<file path="src/rtl/mdm_tx_pkg.sv">
package mdm_tx_pkg;
  localparam logic [3:0] MD_PDN  = 4'd0;
  localparam logic [3:0] MD_SINT = 4'd1;
  localparam logic [3:0] MD_SEXT = 4'd2;
  localparam logic [3:0] MD_SSLV = 4'd3;
  localparam logic [3:0] MD_A6   = 4'd4;
  localparam logic [3:0] MD_A7   = 4'd5;
  localparam logic [3:0] MD_A8   = 4'd6;
  localparam logic [3:0] MD_AX   = 4'd7;

  function automatic logic is_sync(logic [3:0] m);
    return (m == MD_SINT) || (m == MD_SEXT) || (m == MD_SSLV);
  endfunction

  function automatic logic is_async(logic [3:0] m);
    return (m == MD_A6) || (m == MD_A7) || (m == MD_A8) || (m == MD_AX);
  endfunction
endpackage

</file>
<file path="src/rtl/mdm_tx_clk_sel.sv">
module mdm_tx_clk_sel
  import mdm_tx_pkg::*;
#(
  parameter int STAGES = 2
) (
  input  logic       clk_i,
  input  logic       rst_ni,
  input  logic [3:0] mode_i,
  input  logic       rate_stb_i,
  input  logic       ext_clk_i,
  input  logic       rx_clk_i,
  input  logic       sync_bit_i,
  output logic       tick_o,
  output logic       bit_o
);
  // one extra stage on the clock chains for edge detection
  logic [STAGES:0]   ext_s, rx_s;
  logic [STAGES-1:0] dat_s;
  logic              ext_edge, rx_edge;

  always_ff @(posedge clk_i or negedge rst_ni) begin
    if (!rst_ni) begin
      ext_s <= '0;
      rx_s  <= '0;
      dat_s <= '1;
    end else begin
      ext_s <= {ext_s[STAGES-1:0], ext_clk_i};
      rx_s  <= {rx_s[STAGES-1:0], rx_clk_i};
      dat_s <= {dat_s[STAGES-2:0], sync_bit_i};
    end
  end

  assign ext_edge = ext_s[STAGES-1] & ~ext_s[STAGES];
  assign rx_edge  = rx_s[STAGES-1] & ~rx_s[STAGES];

  always_comb begin
    unique case (mode_i)
      MD_SEXT: begin tick_o = ext_edge;   bit_o = dat_s[STAGES-1]; end
      MD_SSLV: begin tick_o = rx_edge;    bit_o = dat_s[STAGES-1]; end
      default: begin tick_o = rate_stb_i; bit_o = sync_bit_i;      end
    endcase
  end


  ext_edge_gap_chk: assert property (@(posedge clk_i) disable iff (!rst_ni)
    ext_edge |=> !ext_edge);

  rx_edge_gap_chk: assert property (@(posedge clk_i) disable iff (!rst_ni)
    rx_edge |=> !rx_edge);
endmodule

</file>
<file path="src/rtl/mdm_tx_framer.sv">
module mdm_tx_framer
  import mdm_tx_pkg::*;
#(
  parameter int DATA_W = 8
) (
  input  logic              clk_i,
  input  logic              rst_ni,
  input  logic              load_i,
  input  logic [3:0]        mode_i,
  input  logic [DATA_W-1:0] data_i,
  input  logic              par_en_i,
  input  logic              par_odd_i,
  input  logic              two_stop_i,
  input  logic              tick_i,
  output logic              busy_o,
  output logic              line_o
);
  localparam int FRAME_W = DATA_W + 4;
  localparam int CNT_W   = $clog2(FRAME_W + 1);

  logic [FRAME_W-1:0] frame, sh_q;
  logic [CNT_W-1:0]   len, cnt_q;
  logic               ext_fmt;
  int                 dbits;

  assign ext_fmt = (mode_i == MD_AX);

  always_comb begin
    unique case (mode_i)
      MD_A6:   dbits = DATA_W - 2;
      MD_A7:   dbits = DATA_W - 1;
      default: dbits = DATA_W;
    endcase
    frame    = '1;
    frame[0] = 1'b0;
    for (int i = 0; i < DATA_W; i++)
      if (i < dbits) frame[1+i] = data_i[i];
    if (ext_fmt && par_en_i)
      frame[DATA_W+1] = par_odd_i ? ~^data_i : ^data_i;
    len = CNT_W'(dbits + 2 + int'(ext_fmt && par_en_i) + int'(ext_fmt && two_stop_i));
  end

  always_ff @(posedge clk_i or negedge rst_ni) begin
    if (!rst_ni) begin
      sh_q   <= '1;
      cnt_q  <= '0;
      busy_o <= 1'b0;
      line_o <= 1'b1;
    end else if (load_i) begin
      sh_q   <= frame;
      cnt_q  <= len;
      busy_o <= 1'b1;
    end else if (busy_o && tick_i) begin
      if (cnt_q != '0) begin
        line_o <= sh_q[0];
        sh_q   <= {1'b1, sh_q[FRAME_W-1:1]};
        cnt_q  <= cnt_q - 1'b1;
      end else begin
        busy_o <= 1'b0;
        line_o <= 1'b1;
      end
    end
  end


  load_busy_chk: assert property (@(posedge clk_i) disable iff (!rst_ni)
    load_i |=> busy_o);

  stop_idle_chk: assert property (@(posedge clk_i) disable iff (!rst_ni)
    $fell(busy_o) |-> line_o);

  cnt_range_chk: assert property (@(posedge clk_i) disable iff (!rst_ni)
    busy_o |-> (cnt_q <= CNT_W'(FRAME_W)));
endmodule

</file>
<file path="src/rtl/mdm_tx_front.sv">
module mdm_tx_front
  import mdm_tx_pkg::*;
#(
  parameter int DATA_W      = 8,
  parameter int SYNC_STAGES = 2
) (
  input  logic              clk_i,
  input  logic              rst_ni,
  input  logic [7:0]        ctrl_i,
  input  logic              par_en_i,
  input  logic              par_odd_i,
  input  logic              two_stop_i,
  input  logic              rate_stb_i,
  input  logic              ext_clk_i,
  input  logic              rx_clk_i,
  input  logic [DATA_W-1:0] data_i,
  input  logic              valid_i,
  output logic              ready_o,
  input  logic              sync_bit_i,
  output logic              txd_o,
  output logic              active_o
);
  logic [3:0] act_mode;
  logic       tx_en, tick, pump_bit, fr_busy, fr_line, load, sync_q, live;
  logic       unused_ctrl;

  assign tx_en       = ctrl_i[1];
  assign unused_ctrl = ^{ctrl_i[7:6], ctrl_i[0]};

  // adopt a new mode only between characters
  always_ff @(posedge clk_i or negedge rst_ni) begin
    if (!rst_ni)       act_mode <= MD_PDN;
    else if (!fr_busy) act_mode <= ctrl_i[5:2];
  end

  mdm_tx_clk_sel #(.STAGES(SYNC_STAGES)) u_clk_sel (
    .clk_i, .rst_ni,
    .mode_i     (act_mode),
    .rate_stb_i,
    .ext_clk_i,
    .rx_clk_i,
    .sync_bit_i,
    .tick_o     (tick),
    .bit_o      (pump_bit)
  );

  assign ready_o = tx_en && is_async(act_mode) && !fr_busy;
  assign load    = valid_i && ready_o;

  mdm_tx_framer #(.DATA_W(DATA_W)) u_framer (
    .clk_i, .rst_ni,
    .load_i     (load),
    .mode_i     (act_mode),
    .data_i,
    .par_en_i,
    .par_odd_i,
    .two_stop_i,
    .tick_i     (tick),
    .busy_o     (fr_busy),
    .line_o     (fr_line)
  );

  always_ff @(posedge clk_i or negedge rst_ni) begin
    if (!rst_ni)                 sync_q <= 1'b1;
    else if (!is_sync(act_mode)) sync_q <= 1'b1;
    else if (tick)               sync_q <= pump_bit;
  end

  assign live     = tx_en && (is_sync(act_mode) || is_async(act_mode));
  assign txd_o    = !live ? 1'b1 : (is_sync(act_mode) ? sync_q : fr_line);
  assign active_o = tx_en && (is_sync(act_mode) || fr_busy);


  mode_hold_chk: assert property (@(posedge clk_i) disable iff (!rst_ni)
    $past(fr_busy) |-> $stable(act_mode));

  pd_no_load_chk: assert property (@(posedge clk_i) disable iff (!rst_ni)
    !is_async(act_mode) |-> !load);
endmodule

</file>
<file path="config.mk">
export PLATFORM = sky130hd
export DESIGN_NAME = mdm_tx_front
export DESIGN_NICKNAME = d
export VERILOG_FILES = /design/src/rtl/mdm_tx_pkg.sv /design/src/rtl/mdm_tx_clk_sel.sv /design/src/rtl/mdm_tx_framer.sv /design/src/rtl/mdm_tx_front.sv
export SDC_FILE = /design/constraint.sdc
export NUM_CORES = 1
export LEC_CHECK = 0
export ABC_AREA = 1
export BUFFER_PORTS_ARGS = -buffer_cell sky130_fd_sc_hd__buf_2
export CORE_ASPECT_RATIO = 1.4
export CORE_MARGIN = 2
export CORE_UTILIZATION = 59
export DETAILED_ROUTE_END_ITERATION = 16
export PLACE_DENSITY = 0.82
export SLEW_MARGIN = 20
export SYNTH_ARGS = -nofsm -noshare
export SYNTH_HDL_FRONTEND = slang
export SYNTH_SLANG_ARGS = --single-unit
</file>
<file path="constraint.sdc">
create_clock -name clk_i -period 2.9 [get_ports clk_i]
set_input_delay 0 -clock clk_i [delete_from_list [all_inputs] [get_ports clk_i]]
set_output_delay 0 -clock clk_i [all_outputs]
set_load 0.1 [all_outputs]
</file>
Word-level counts from Yosys, hierarchy flattened:

Index checks and enable logic that the tools add are counted.

* bits in registers: 31
* input bits: 26
* logic and storage cells: 87
* output and inout port bits: 3

* bitwise operators: 5
* muxes and demuxes: 27
* reductions and logical operators: 25
* equality and inequality tests: 9
* $lt $le $gt $ge: 8
* add/subtract/negate cells: 4

Operators with widths (number)
* $mux W12: 3
* $mux W1: 19
* $eq A4 B3 Y1 const B: 4
* $lt A3 B4 Y1 const A: 4
* $mux W4: 3
* $add A4 B2 Y4: 2
* $eq A4 B2 Y1 const B: 2
* $logic_and A1 B1 Y1: 8
* $lt A1 B4 Y1 const A: 2
* $lt A2 B4 Y1 const A: 2
* $pmux W4 S2: 1
* $reduce_xnor A8 Y1: 1
* $reduce_xor A8 Y1: 1
* $logic_or A1 B1 Y1: 7
* $reduce_and A2 Y1: 3
* $add A4 B2 Y4 const B: 1
* $eq A4 B1 Y1 const B: 1
* $reduce_bool A2 Y1: 2
* $reduce_bool A4 Y1: 1
* $sub A4 B1 Y4 const B: 1
* $not A1 Y1: 3
* $and A1 B1 Y1: 2
* $ne A2 B1 Y1 const B: 1
* $ne A2 B2 Y1 const B: 1
* 3 further kinds: 3

Logic depth before layout (Yosys ltp):

Gate-level depths: netlist of run 1.

* depth after elaboration: 9
* gate-level depth with buffers: 11

Hierarchy:

A second synthesis of run 1 with hierarchy kept.

* cell total of the unflattened synthesis: 221
* area total of the unflattened synthesis: 1666.6 sq um

Modules (own cells, without submodules)
* mdm_tx_framer: times used 1, cells each 162, area an instance 1122.3 sq um
* mdm_tx_clk_sel: times used 1, cells each 25, area an instance 276.5 sq um
* mdm_tx_front: times used 1, cells each 34, area an instance 267.8 sq um

Worst setup path after synthesis of run 1:

OpenSTA, ideal clock, no wires.

* kind: reg2out
* start point: reg u_framer.busy_o
* end point: out active_o
* path buffers: 1
* setup slack: 886 ps
* cell stages (with the launch flop): 4
* arrival time: 2014 ps
* cells stage by stage: dfrtp_1 -> clkbuf_1 -> nor2_1 -> nor2_1

* longest elaborated chain between the ends: 2

Ends and longest elaborated chain
* start: declaration: RTL line mdm_tx_framer.sv:15 `output logic busy_o,`
* start signal: assignment: RTL line mdm_tx_framer.sv:47 `busy_o <= 1'b0;`
* start signal: assignment: RTL line mdm_tx_framer.sv:52 `busy_o <= 1'b1;`
* start signal: assignment: RTL line mdm_tx_framer.sv:59 `busy_o <= 1'b0;`
* $logic_or A1 B1 Y1: RTL line mdm_tx_front.sv:71 `assign active_o = tx_en && (is_sync(act_mode) || fr_busy);`
* $logic_and A1 B1 Y1: RTL line mdm_tx_front.sv:71
* end: declaration: RTL line mdm_tx_front.sv:21 `output logic active_o`

No other way between the ends.

Worst setup path after layout of run 1:

* start point: reg act_mode[3]
* end point: reg u_framer.cnt_q[0]

* longest elaborated chain between the ends: 9
* elaborated cells on any way between the ends: 24

Ends and longest elaborated chain
* start: declaration: RTL line mdm_tx_front.sv:23 `logic [3:0] act_mode;`
* start signal: assignment: RTL line mdm_tx_front.sv:33 `else if (!fr_busy) act_mode <= ctrl_i[5:2];`
* branches (longest 9 deep; another with $add A4 B2 Y4)
* end signal: assignment: RTL line mdm_tx_framer.sv:51 `cnt_q <= len;`
* end signal: assignment: RTL line mdm_tx_framer.sv:57 `cnt_q <= cnt_q - 1'b1;`
* end: declaration: RTL line mdm_tx_framer.sv:22 `logic [CNT_W-1:0] len, cnt_q;`

Parallel ways; which one is timed is not known.
A chain may end at the register's enable or synchronous reset.

==> impl_metrics.tcl, run 1 <==
set metrics [dict create \
    ys_warn_count 0 \
    grt_overflow 0 \
    grt_max_degree 32 \
    std_cell_rows 22 \
    portBuffers 25 \
    grt_pass1_vias 1467 \
    gp_congestion 0.755 \
    cts_root_buf "clkbuf_4" \
    vias 1478 \
    cpMaxStageDelayCell "dfrtp_1" \
    start_util_pct 62.5 \
    critPathMaxStageDelay_ns 0.43 \
    drc 0 \
    postRouteAntennaNets 0 \
    final-seq-area_um2 743 \
    place_area_mm2 0.00176 \
    die_h_um 66.6 \
    cpMostUsedCell "nand2_1" \
    ff2ff_setup_slack_ns 1.06 \
    multi_input_area_um2 736 \
    setup_slack_ns 1.06 \
    hpwl_um 2200 \
    synth_seq_area_share_pct 45.0 \
    synth-simple-area-share_pct 31.4 \
    core_mm2 0.00264 \
    crit_type "flop to flop" \
    wl_per_cell_um 11.4 \
    nets 276 \
    fillCellCount 239 \
    max_freq_mhz 544 \
    syn_avg_cell_area_um2 7.79 \
    power_density_mw_per_mm2 837 \
    finalSetupViolCount 0 \
    post-route-period-util_pct 63.4 \
    cts_buffer_depth 2 \
    yosys.area_share.xor_xnor_pct 1.06 \
    dieArea_mm2 0.00324 \
    grt_usage_pct 24.1 \
    rr_startpoint "act_mode[3]$_DFFE_PN0N_" \
    routed_wl_um 3250 \
    synth-adder-area-share_pct 2.73 \
    fin_crit_ns 1.84 \
    hold_end "u_framer.sh_q[4]$_DFFE_PN1P_" \
    fp.dieW_um 48.7 \
    fin_skew_ns 0.00901 \
    netlist_instances 212 \
    worstHoldStart "data_i[3]" \
    endpoint_kind "flop" \
    hold_path_depth 5 \
    synth_compound_area_share_pct 8.71 \
    antenna_cells 0 \
    worstPathRequired_ns 3.16 \
    cp.arrival_ns 2.10 \
    drt_iter0_markers 25 \
    hold_class "primary input to flop" \
    cts_resized 0 \
    slew_violations 0 \
    viasPerCell 5.20 \
    ir_drop_mv 0.482 \
    cts_htree_levels 2 \
    cap_viol_max_count 0 \
    synthMuxAreaShare_pct 0.682 \
    fin_area_mm2 0.00190 \
    most-common-layout-cells "nand2_1, inv_1, buf_2, nor2_1" \
    status "finished clean" \
    startpoint_type "flop" \
    leakage_nw 1.03 \
    path_max_fanout 15 \
    hold_violations 0 \
    rsz0062_at_grt "false" \
    drt_pass1_iterations 5 \
    cts_buffers 5 \
    clkLatencyLatePin_ns 0.33 \
    netlist_area_mm2 0.00165 \
    cts_tree "done" \
    cp_cell_sequence "nor2_1 > nand2_1 > nand2_1 > nand4_2 > nand2_2 > nand2_1 > o21ai_2" \
    yosys_register_bits 29 \
    r2r_cells 7 \
    fin_setup_tns_ns 0 \
    relSlewSlack_pct 59.3 \
    antenna_found_initial 0 \
    final_common_cell "nand2_1" \
    tightestPinTransition_ns 0.611 \
    synth_nets 241 \
    grt_pass1_wl_um 5840 \
    ioPinCount 29 \
    pre_cts_ws_ns 1.06 \
    drive_gt1_share_pct 22.6 \
    cts_sinks 29 \
    rr_endpoint "u_framer.cnt_q[0]$_DFFE_PN0P_" \
    path_clk_slew_ns 0.09 \
    area_delta_synth_final_pct 15.1 \
    synth_cell_types 31 \
    synth_top_family_by_area "simple AND/OR/NAND/NOR gates" \
]
-- Yosys cell counts --
master	number	share of area (%)
nand2_1	74	17
nand3b_1	1	0.45
o21ai_2	1	0.53
inv_1	28	6.4
a22oi_1	1	0.45
fa_1	1	1.2
mux2_2	1	0.68
nand4_2	1	0.76
a31oi_1	1	0.38
dfstp_2	14	22
buf_8	1	0.91
a21oi_1	5	1.5
o21ai_1	3	0.91
o32ai_1	1	0.53
inv_2	2	0.45
nand2_2	1	0.38
nand3_2	1	0.61
o31ai_1	1	0.45
buf_4	1	0.45
dfrtp_1	15	23
o21ai_0	13	3.9
buf_6	3	2.0
nor2_1	17	3.9
xnor2_1	1	0.53
nand3b_4	1	1.2
nand2_4	2	1.4
nor2_4	2	1.4
ha_1	2	1.5
clkbuf_1	1	0.23
xor2_1	1	0.53
nand3_1	15	4.5
-- routing by layer --
metal / global-route usage [%] / wire length, µm / share of wire, %
met1: 24.9 / 1310 / 40
met4: 13.6 / 93 / 2.9
met2: 44.7 / 1720 / 53
met5: 0 / 0 / 0
met3: 5.38 / 134 / 4.1
-- final cells by class --
class	instances	area share (%)
repair buffers	34	11.3
clock buffers	8	2.57
multi-input cells	147	38.7
flip-flops and latches	29	39.1
well taps	36	2.37
inverters	30	5.92
-- report_power, final --
group / internal [mW] / switching, mW / leakage (nW)
Combinational: 0.227 / 0.454 / 0.677
Clock: 0.0964 / 0.132 / 0.0265
Sequential: 0.575 / 0.107 / 0.323
-- worst max path at each step --
stage,cells past startpoint,start,slack (ns),to
final,7,act_mode[3]$_DFFE_PN0N_,1.06,u_framer.cnt_q[0]$_DFFE_PN0P_
after global routing,7,act_mode[3]$_DFFE_PN0N_,0.84,u_framer.cnt_q[1]$_DFFE_PN0P_
after CTS,9,act_mode[3]$_DFFE_PN0N_,1.06,u_framer.cnt_q[1]$_DFFE_PN0P_
after detailed placement,9,act_mode[3]$_DFFE_PN0N_,1.06,u_framer.cnt_q[1]$_DFFE_PN0P_
after global placement,9,act_mode[3]$_DFFE_PN0N_,1.07,u_framer.cnt_q[1]$_DFFE_PN0P_
after floorplan,3,u_framer.busy_o$_DFFE_PN0P_,0.89,active_o
-- stage by stage --
stage	util, %	hold slack, ns	std cells	total power, mW
2_1_floorplan	-	-0.296	212	1.24
3_3_place_gp	66.7	0.0477	267	1.33
3_5_place_dp	66.7	0.0475	267	1.35
4_1_cts	71.9	0.0198	284	1.59
5_1_grt	71.9	0.0392	284	1.74
6_report	71.9	0.0183	284	1.59
-- worst max-delay path: cells and delay by family (launching register included) --
kind / cells / cell delay (ns)
AOI/OAI and AO/OA: 1 / 0.06
DFF: 1 / 0.43
and+or+nand+nor: 6 / 1.29
-- kinds of logic after synthesis --
family	Yosys count
fa+ha+maj	3
buf+inv	36
simple gates	115
mux	1
compound gates	26
xor+xnor	2
flops	29
-- repair_timing --
item                                    CTS  global route
buffers inserted                          0             0
endpoints found under the setup margin    0             0
hold buffers                              9             0
endpoints found under the hold margin    24             0
-- flip-flops by register name, summed over array words and instances (netlist names) --
signal	count
u_framer.busy_o	1
u_clk_sel.dat_s	2
u_clk_sel.rx_s	3
act_mode	4
u_clk_sel.ext_s	3
u_framer.sh_q	10
u_framer.cnt_q	4
sync_q	1
u_framer.line_o	1
Note: power is estimated with default switching activity, not from simulation.
==> run 2: changes to the inputs <==
CORE_UTILIZATION = 55   (was 59)
PLACE_DENSITY = 0.78   (was 0.82)
clock period = 1.8 ns   (was 2.9 ns; I/O delays follow)
==> run 2 against run 1 <==
Compared with the run above:
- maximum frequency increased by 7.0%
- first-iteration DRC count decreased by 16%
- hold slack improved by 0.018 ns
- non-clock buffer count increased by 4
- combinational power increased by 79%
- clock-buffer cell count unchanged
- die area increased by 6.8%
- sequential share of layout area decreased by 1.6 points
- design area increased by 4.2%
- wire length increased by 1.3%
- critical path type unchanged
- largest cell class is now multi-input gates
==> impl_metrics.tcl, run 2 (same netlist as run 1, synthesis figures left out) <==
set metrics [dict create \
    r2r_cells 9 \
    drive_gt1_share_pct 26.2 \
    start_util_pct 57.4 \
    cts_buffers 5 \
    status "finished clean" \
    seqPwrFrac_pct 37.9 \
    p_comb_share_pct 43.6 \
    clkLatencyLatePin_ns 0.29 \
    grt_overflow 0 \
    fp.dieW_um 50.3 \
    area_delta_synth_final_pct 19.9 \
    grt_pass1_wl_um 5510 \
    finalSetupViolCount 0 \
    cpMostUsedCell "nand2_1" \
    drt_pass1_iterations 4 \
    gp_congestion 0.822 \
    viasPerCell 4.89 \
    portBuffers 25 \
    netSwitchingFraction_pct 41.7 \
    top_register "u_framer.sh_q" \
    dieArea_mm2 0.00346 \
    antenna_cells 0 \
    grt_pass1_vias 1294 \
    cpMaxStageDelayCell "dfrtp_1" \
    startpoint_type "flop" \
    power_density_mw_per_mm2 1410 \
    drc 0 \
    critPathMaxStageDelay_ns 0.42 \
    core_mm2 0.00288 \
    worstPathRequired_ns 1.98 \
    grt_max_degree 30 \
    rsz0062_at_grt "false" \
    hold_class "primary input to flop" \
    cap_viol_max_count 0 \
    path_buf_inv 1 \
    relSlewSlack_pct 58.0 \
    antenna_found_initial 0 \
    cp.depth 9 \
    grt_usage_pct 22.5 \
    most-common-layout-cells "nand2_1, inv_1, buf_2, nor2_1, dfrtp_1" \
    tightestPinTransition_ns 0.629 \
    largest_reg_flops 10 \
    fin_setup_tns_ns 0 \
    routed_wl_um 3290 \
    p_switching_mw 1.17 \
    cts_root_buf "clkbuf_8" \
    leakage_nw 1.06 \
    nets 280 \
    ioPinCount 29 \
    cpLargestDelayFamily "adder cells" \
    hpwl_um 2370 \
    fin_skew_ns 0.00661 \
    hold_path_depth 6 \
    cts_sinks 29 \
    cts_tree "done" \
    reg_top3 "u_framer.sh_q (10), act_mode (4), u_framer.cnt_q (4)" \
    vias 1414 \
    cp.arrival_ns 1.89 \
    postRouteAntennaNets 0 \
    crit_type "flop to flop" \
    endpoint_kind "flop" \
    slew_violations 0 \
    max_freq_mhz 582 \
    wl_per_cell_um 11.4 \
    path_clk_slew_ns 0.06 \
    final_common_cell "nand2_1" \
    pre_cts_ws_ns 0.00778 \
    post-route-period-util_pct 95.5 \
    ir_drop_mv 0.831 \
    setup_slack_ns 0.0810 \
    cp_cell_sequence "nor2_4 > nand3_1 > fa_2 > inv_1 > ha_1 > nand2_1 > o21ai_0 > nand2_1 > o21ai_1" \
    fin_crit_ns 1.72 \
    power.share.clock_pct 18.5 \
    p_int_mw 1.63 \
    cts_buffer_depth 2 \
    drt_iter0_markers 21 \
    std_cell_rows 23 \
    cts_htree_levels 2 \
    die_h_um 68.8 \
    path_max_fanout 5 \
    hold_violations 0 \
]
run 2: cell types whose count changed in the layout (fill, tap and decap cells not counted), moves of 2 or more:
cell,previous run,this run
nand3_2,1,3
clkbuf_4,5,0
buf_4,0,5
clkbuf_8,0,5
nand3_1,15,13
run 2: layer usage:
metal  GRT usage, %  part of all wire, %  up-vias
met5              0                    0        -
met4           12.2                  2.7        0
met3           7.33                  3.9        7
met2           40.0                   52       24
met1           23.7                   42      644
li1               -                    -      739
run 2: power groups by stage:
| stage | Combinational, mW | Clock (mW) | Sequential (mW) |
|---|---|---|---|
| 6_report | 1.22 | 0.518 | 1.06 |
| 5_1_grt | 1.38 | 0.556 | 1.09 |
| 4_1_cts | 1.19 | 0.522 | 1.06 |
| 3_5_place_dp | 1.17 | 0 | 1.07 |
| 3_3_place_gp | 1.14 | 0 | 1.06 |
| 2_1_floorplan | 0.962 | 0 | 1.04 |
run 2: path summary, 6_finish.rpt:
path	from	end	slack, ns
worst min-delay path	par_odd_i	u_framer.sh_q[9]$_DFFE_PN1P_	0.04
max in group asynchronous	rst_ni	u_clk_sel.ext_s[1]$_DFF_PN0_	1.12
worst min register to register	u_clk_sel.rx_s[0]$_DFF_PN0_	u_clk_sel.rx_s[1]$_DFF_PN0_	0.35
worst max-delay path	act_mode[3]$_DFFE_PN0N_	u_framer.cnt_q[1]$_DFFE_PN0P_	0.08
min in group asynchronous	rst_ni	u_clk_sel.ext_s[2]$_DFF_PN0_	0.26
worst max register to register	act_mode[3]$_DFFE_PN0N_	u_framer.cnt_q[1]$_DFFE_PN0P_	0.08
run 2: area by class of cell:
type	instances	area, µm²
sequential	29	743
clock buffer	8	80.1
tap	37	46.3
fill	253	897
multi-input combinational	147	756
inverter	30	113
timing repair buffer	38	243
run 2: tightest hold or removal path, cell delays in order:
cell and delay [ns]:
buf_2 0.09, inv_1 0.03, nand2_1 0.05, nand3_1 0.06, nand2_1 0.06, inv_1 0.03
run 2: metrics by stage:
stage,util (%),instance area (µm²),hold WS (ns),power [mW],std cells
finish,68.8,1980,0.0358,2.80,289
global route,68.8,1980,0.0629,3.03,289
CTS,68.0,1960,0.0425,2.77,288
detailed placement,62.4,1800,0.0524,2.24,272
global placement,62.4,1800,0.0533,2.20,272
floorplan,-,1650,-0.296,2.00,212
run 2: what timing repair did:
action / 4_1_cts / 5_1_grt
endpoints found under the setup margin: 1 / 1
hold buffers: 8 / 0
hold endpoints to repair: 23 / 0
buffers inserted: 0 / 1
gates resized for setup: 0 / 6
pin swaps: 1 / 2
